`src/rtl/ld16_pkg.sv`:
```
package ld16_pkg;
  localparam int unsigned OPC_W    = 8;
  localparam int unsigned SEL_W    = 3;
  localparam int unsigned NUM_REGS = 6;
  localparam int unsigned SLOTS    = 2 ** SEL_W;

  typedef enum logic [1:0] {CY_FETCH = 2'd0, CY_READ = 2'd1, CY_WRITE = 2'd2} cyc_e;
  typedef enum logic [2:0] {PH_FETCH, PH_RDLO, PH_RDHI, PH_WRLO, PH_WRHI} phase_e;
  typedef enum logic [1:0] {PF_NONE, PF_IX, PF_IY, PF_EXT} pfx_e;
  typedef enum logic [2:0] {K_ILL, K_PFX, K_LDI, K_SPCP, K_STORE} kind_e;
  typedef enum logic [SEL_W-1:0] {RS_BC = 3'd0, RS_DE = 3'd1, RS_HL = 3'd2,
                                  RS_SP = 3'd3, RS_IX = 3'd4, RS_IY = 3'd5} rsel_e;
endpackage

```
`src/rtl/ld16_decode.sv`:
```
module ld16_decode
  import ld16_pkg::*;
(
  input  logic [OPC_W-1:0] op,
  input  pfx_e             pfx,
  output kind_e            kind,
  output rsel_e            sel,
  output pfx_e             new_pfx
);
  rsel_e idx;
  assign idx = (pfx == PF_IY) ? RS_IY : RS_IX;

  always_comb begin
    kind    = K_ILL;
    sel     = RS_HL;
    new_pfx = PF_NONE;
    unique case (pfx)
      PF_NONE: begin
        if (op == 8'hDD) begin
          kind = K_PFX; new_pfx = PF_IX;
        end else if (op == 8'hFD) begin
          kind = K_PFX; new_pfx = PF_IY;
        end else if (op == 8'hED) begin
          kind = K_PFX; new_pfx = PF_EXT;
        end else if (op[7:6] == 2'b00 && op[3:0] == 4'b0001) begin
          kind = K_LDI; sel = rsel_e'({1'b0, op[5:4]});
        end else if (op == 8'hF9) begin
          kind = K_SPCP;
        end else if (op == 8'h22) begin
          kind = K_STORE;
        end
      end
      PF_IX, PF_IY: begin
        sel = idx;
        if (op == 8'h21)      kind = K_LDI;
        else if (op == 8'hF9) kind = K_SPCP;
        else if (op == 8'h22) kind = K_STORE;
      end
      PF_EXT: begin
        if (op[7:6] == 2'b01 && op[3:0] == 4'b0011) begin
          kind = K_STORE; sel = rsel_e'({1'b0, op[5:4]});
        end
      end
      default: kind = K_ILL;
    endcase
  end
endmodule

```
`src/rtl/ld16_regfile.sv`:
```
module ld16_regfile
  import ld16_pkg::*;
#(
  parameter int unsigned W = 16
) (
  input  logic         clk,
  input  logic         rst_n,
  input  logic         we,
  input  rsel_e        wsel,
  input  logic [W-1:0] wdata,
  input  rsel_e        rsel,
  output logic [W-1:0] rdata
);
  logic [W-1:0] slot [SLOTS];

  for (genvar g = 0; g < SLOTS; g++) begin : g_slot
    if (g < NUM_REGS) begin : g_live
      logic [W-1:0] q;
      always_ff @(posedge clk or negedge rst_n) begin
        if (!rst_n)                              q <= '0;
        else if (we && wsel == rsel_e'(SEL_W'(g))) q <= wdata;
      end
      assign slot[g] = q;
    end else begin : g_pad
      assign slot[g] = '0;
    end
  end

  assign rdata = slot[rsel];
endmodule

```
`src/rtl/ld16_seq.sv`:
```
module ld16_seq
  import ld16_pkg::*;
#(
  parameter int unsigned ADDR_W   = 16,
  parameter int unsigned DATA_W   = 8,
  parameter logic [15:0] RESET_PC = 16'h0000
) (
  input  logic              clk,
  input  logic              rst_n,
  output logic [ADDR_W-1:0] mem_addr,
  output logic              mem_rd,
  output logic              mem_wr,
  output logic [DATA_W-1:0] mem_wdata,
  input  logic [DATA_W-1:0] mem_rdata,
  output logic [1:0]        cyc_type,
  output logic [2:0]        t_state,
  output logic              instr_done,
  output logic              illegal_opcode
);
  localparam int unsigned PAIR_W = 2 * DATA_W;
  localparam logic [ADDR_W-1:0] ONE_A = 1;
  localparam logic [2:0] LEN_FETCH = 3'd4, LEN_MEM = 3'd3, LEN_LONG = 3'd6;

  phase_e            phase;
  pfx_e              pfx, dec_pfx;
  kind_e             kind_q, dec_kind, eff_kind;
  rsel_e             sel_q, dec_sel, wsel;
  logic [2:0]        t, mlen;
  logic [ADDR_W-1:0] pc, nn;
  logic [DATA_W-1:0] lo_q;
  logic [PAIR_W-1:0] rf_rdata, rf_wdata;
  logic              at_dec, stretch, last_t, rf_we;

  ld16_decode u_dec (
    .op(mem_rdata), .pfx(pfx), .kind(dec_kind), .sel(dec_sel), .new_pfx(dec_pfx)
  );

  assign at_dec   = (phase == PH_FETCH) && (t == LEN_FETCH);
  assign stretch  = at_dec && (mlen == LEN_FETCH) && (dec_kind == K_SPCP);
  assign last_t   = (t == mlen) && !stretch;
  assign eff_kind = at_dec ? dec_kind : kind_q;

  assign rf_we    = last_t && (((phase == PH_FETCH) && (eff_kind == K_SPCP)) ||
                               ((phase == PH_RDHI) && (kind_q == K_LDI)));
  assign wsel     = (phase == PH_FETCH) ? RS_SP : sel_q;
  assign rf_wdata = (phase == PH_FETCH) ? rf_rdata : {mem_rdata, lo_q};

  ld16_regfile #(.W(PAIR_W)) u_rf (
    .clk(clk), .rst_n(rst_n), .we(rf_we), .wsel(wsel), .wdata(rf_wdata),
    .rsel(sel_q), .rdata(rf_rdata)
  );

  always_ff @(posedge clk or negedge rst_n) begin
    if (!rst_n) begin
      phase  <= PH_FETCH;
      pfx    <= PF_NONE;
      kind_q <= K_ILL;
      sel_q  <= RS_HL;
      t      <= 3'd1;
      mlen   <= LEN_FETCH;
      pc     <= ADDR_W'(RESET_PC);
      nn     <= '0;
      lo_q   <= '0;
    end else begin
      if (at_dec) begin
        kind_q <= dec_kind;
        sel_q  <= dec_sel;
      end
      if (stretch) mlen <= LEN_LONG;
      if (!last_t) begin
        t <= t + 3'd1;
      end else begin
        t <= 3'd1;
        unique case (phase)
          PH_FETCH: begin
            pc <= pc + ONE_A;
            if (eff_kind == K_PFX) begin
              pfx  <= dec_pfx;
              mlen <= LEN_FETCH;
            end else if (eff_kind == K_LDI || eff_kind == K_STORE) begin
              phase <= PH_RDLO;
              mlen  <= LEN_MEM;
            end else begin
              pfx  <= PF_NONE;
              mlen <= LEN_FETCH;
            end
          end
          PH_RDLO: begin
            pc    <= pc + ONE_A;
            lo_q  <= mem_rdata;
            phase <= PH_RDHI;
          end
          PH_RDHI: begin
            pc <= pc + ONE_A;
            if (kind_q == K_STORE) begin
              nn    <= ADDR_W'({mem_rdata, lo_q});
              phase <= PH_WRLO;
            end else begin
              phase <= PH_FETCH;
              mlen  <= LEN_FETCH;
              pfx   <= PF_NONE;
            end
          end
          PH_WRLO: phase <= PH_WRHI;
          PH_WRHI: begin
            phase <= PH_FETCH;
            mlen  <= LEN_FETCH;
            pfx   <= PF_NONE;
          end
          default: phase <= PH_FETCH;
        endcase
      end
    end
  end

  always_comb begin
    unique case (phase)
      PH_WRLO: mem_addr = nn;
      PH_WRHI: mem_addr = nn + ONE_A;
      default: mem_addr = pc;
    endcase
  end

  assign mem_rd    = ((phase == PH_FETCH) && (t <= LEN_FETCH)) ||
                     (phase == PH_RDLO) || (phase == PH_RDHI);
  assign mem_wr    = (phase == PH_WRLO) || (phase == PH_WRHI);
  assign mem_wdata = (phase == PH_WRHI) ? rf_rdata[PAIR_W-1:DATA_W] : rf_rdata[DATA_W-1:0];
  assign cyc_type  = (phase == PH_FETCH) ? CY_FETCH :
                     (mem_wr ? CY_WRITE : CY_READ);
  assign t_state   = t;
  assign instr_done = last_t && (((phase == PH_FETCH) && (eff_kind == K_SPCP)) ||
                                 ((phase == PH_RDHI) && (kind_q == K_LDI)) ||
                                 (phase == PH_WRHI));
  assign illegal_opcode = at_dec && (dec_kind == K_ILL);
endmodule

```
`config.mk`:
```
export PLATFORM = sky130hd
export DESIGN_NAME = ld16_seq
export DESIGN_NICKNAME = d
export VERILOG_FILES = /design/src/rtl/ld16_pkg.sv /design/src/rtl/ld16_decode.sv /design/src/rtl/ld16_regfile.sv /design/src/rtl/ld16_seq.sv
export SDC_FILE = /design/constraint.sdc
export NUM_CORES = 1
export LEC_CHECK = 0
export BUFFER_PORTS_ARGS = -buffer_cell sky130_fd_sc_hd__buf_4
export CAP_MARGIN = 40
export CORE_MARGIN = 2
export CORE_UTILIZATION = 35
export CTS_CLUSTER_DIAMETER = 100
export DETAILED_ROUTE_END_ITERATION = 8
export SLEW_MARGIN = 5
export SYNTH_ARGS = -nofsm -noshare
export SYNTH_HDL_FRONTEND = slang
export SYNTH_SLANG_ARGS = --single-unit
```
`constraint.sdc`:
```
create_clock -name clk -period 3.4 [get_ports clk]
set_clock_uncertainty 0.15 [all_clocks]
set_input_delay 0.51 -clock clk [delete_from_list [all_inputs] [get_ports clk]]
set_output_delay 0.51 -clock clk [all_outputs]
set_load 0.02 [all_outputs]
```
==> qor.yml <==
hold_violations: 16
port_buffers: 42
overflow: 0
violations: "negative hold slack"
holdBufCountCts: 0
critical_path_class: "flip-flop to output pin"
synth.distinct_cells: 64
routabilityCongestion: 0.871
path_cells: "inv_1, ha_1, or2_2, nand4b_1, a2111oi_4, a21o_1, a21oi_1, buf_4"
fillCellCount: 2160
n_antenna_cell: 0
detail_route.vias_per_cell: 5.36
seq_area_frac_synth_pct: 49.0
tightestPinTransition_ns: 0.813
slew_viol_final: 0
drc: 0
r2r.worst_path.cells: 8
root_buffer: "clkbuf_16"
synth_area_mm2: 0.00781
p_int_uw: 4250
period_share_pct: 95.3
synthCells: 785
slew_headroom_pct: 45.8
via_count: 5973
die_w_um: 153
ff_latch_area_mm2: 0.00383
insertion_delay_ns: 0.42
cts_buffers: 17
arrival_ns: 2.58
htreeDepth: 4
ys_ff_latch: 153
cpPeakStageDelay_ns: 0.47
worst_ir_drop_vdd_uv: 398
ant_nets: 0
tns_ns: 0
crit_required_ns: 2.74
final_nets: 839
synth_warnings: 0
fin_util_pct: 41.7
clk_path_buf_depth: 2
dpl.hpwl_um: 13700
synth-edff-count: 0
syn-num-nets: 803
power.density_mw_per_mm2: 780
critPathSlowestCell: "a2111oi_4"
start_kind: "flip-flop"
cts_sinks: 153
critPathMaxFanout: 5
drt-initial-drc-count: 418
power_frac_clock_pct: 26.9
switching_share_pct: 40.2
hold_path.class: "primary input to asynchronous set/reset pin"
fmax_mhz: 309
outcome: "complete, but fails checks"
timing.final.setup_violations: 0
instances_no_fill: 1114
switching_power_uw: 2860
dpl.cell_count: 1081
cts_tree: "yes"
dr.pass1.iters: 8
grt_max_degree: 83
antenna_found_initial: 0
multiInputGateArea_mm2: 0.00373
dieHeight_um: 153
path_clk_slew_ns: 0.07
hold_ws_ns: -0.0359
rows: 54
max_cap_violations: 0
area_growth_pct: 16.7
crit_path_end_kind: "output pin"
p_seq_share_pct: 35.4
finalWirelength_um: 20500
fin_crit_ns: 3.24
async_flop_share_pct: 100
wl_per_cell_um: 18.4
grt_pass1_vias: 5959
leakagePower_uw: 0.00402
drive_above_1_share_pct: 18.8
p_comb_share_pct: 37.7
initial_core_util_pct: 35.7
design.core.area_mm2: 0.0219
grt_use_total_pct: 18.2
grt_pass1_wl_um: 33700
syn_avg_cell_area_um2: 9.96
die-area_mm2: 0.0235
synth_flop_cell: "dfrtp_1"
io_pins: 43
[power by group through the flow]
stage                     registers, uW  clock network [uW]  logic (uW)
final                              2520                1910        2680
after global routing               2570                2040        2950
after CTS                          2510                1960        2700
after detailed placement           2550                   0        2690
after global placement             2540                   0        2680
after floorplan                    2410                   0        1780
[final timing paths]
kind                                   start                         end  slack [ns]
worst max-delay path                  pfx[1]                  instr_done        0.16
worst min-delay path                   rst_n                      pc[12]       -0.04
worst max register to register        pfx[0]                     lo_q[5]        0.29
worst min register to register        pc[15]                      pc[15]        0.33
max in group asynchronous              rst_n  u_rf.g_slot[4].g_live.q[9]        2.20
min in group clk                mem_rdata[0]                     lo_q[0]        0.24
[logic make-up (layout without fill, tap and decap cells)]
group                    after synthesis  count (layout)  share of synthesized area (%)
AND/OR/NAND/NOR                      262             262                           15.9
flip-flops                           153             153                           49.0
buffers and inverters                 62             111                           3.54
XOR/XNOR                              21              21                           2.35
adder cells (fa/ha/maj)                9               9                           1.41
multiplexers                          64              64                           11.5
AO/OA/AOI/OAI                        214             214                           16.3
[metrics by stage]
step	setup WS, ns	area (um^2)	total power, uW
3_5_place_dp	0.331	8500	5240
4_1_cts	0.0462	9100	7170
5_1_grt	-0.000263	9120	7560
3_3_place_gp	0.336	8490	5210
2_1_floorplan	0.473	7820	4190
6_report	0.160	9120	7110
[routing by layer]
metal | share of wire (%) | global-route usage (%) | up-vias
met4 | 1.5 | 5.50 | 0
met2 | 47 | 28.4 | 145
met1 | 47 | 25.6 | 2920
met5 | 0 | 0 | -
li1 | - | - | 2882
met3 | 4.1 | 3.97 | 26
[synth_stat cells, drive strengths merged (18+ instances only)]
cell | instances | area share, %
dfrtp | 150 | 48
nand2 | 125 | 6.0
o21ai | 120 | 7.7
nor2 | 51 | 2.5
a21oi | 41 | 2.7
clkbuf | 28 | 1.3
buf | 25 | 1.8
mux2i | 25 | 3.2
mux2 | 23 | 3.7
xnor2 | 21 | 2.4
nand3 | 19 | 1.2
o31ai | 18 | 1.7
[registers in the layout (all words and copies together), names as in the netlist]
| name | flops |
|---|---|
| nn | 16 |
| sel_q | 3 |
| mlen | 3 |
| pc | 16 |
| u_rf.g_slot.g_live.q | 96 |
| phase | 3 |
| pfx | 2 |
| kind_q | 3 |
| lo_q | 8 |
| t_state | 3 |
[critical path: cells and delay by family (launching register included)]
kind	cells	cell delay, ns
flip-flops	1	0.39
AO/OA/AOI/OAI	3	0.81
adder cells (fa/ha/maj)	1	0.33
AND/OR/NAND/NOR	2	0.36
buffers and inverters	2	0.27
[final cells by class]
type,instances,area share [%]
timing repair buffer,70,6.35
sequential,153,42.0
clock buffer,17,4.66
multi-input combinational,570,40.9
tap,280,3.84
inverter,9,0.370
clock inverter,15,1.88
[repair_timing]
| action | in CTS | in global routing |
|---|---|---|
| gates resized for setup | 0 | 4 |
| setup buffers | 0 | 1 |
| setup endpoints to repair | 0 | 1 |
[cells in the final DEF, fill, tap and decap left out, types with 16 or more instances in the layout]
master	count
mux2_2	16
mux2i_1	25
o21ai_0	118
dfrtp_1	149
buf_4	65
clkbuf_16	17
nor2_1	50
nand3_1	19
nand2_1	125
o31ai_1	18
a21oi_1	39
mux4_2	16
xnor2_1	21
Note: power is estimated with default switching activity, not from simulation.
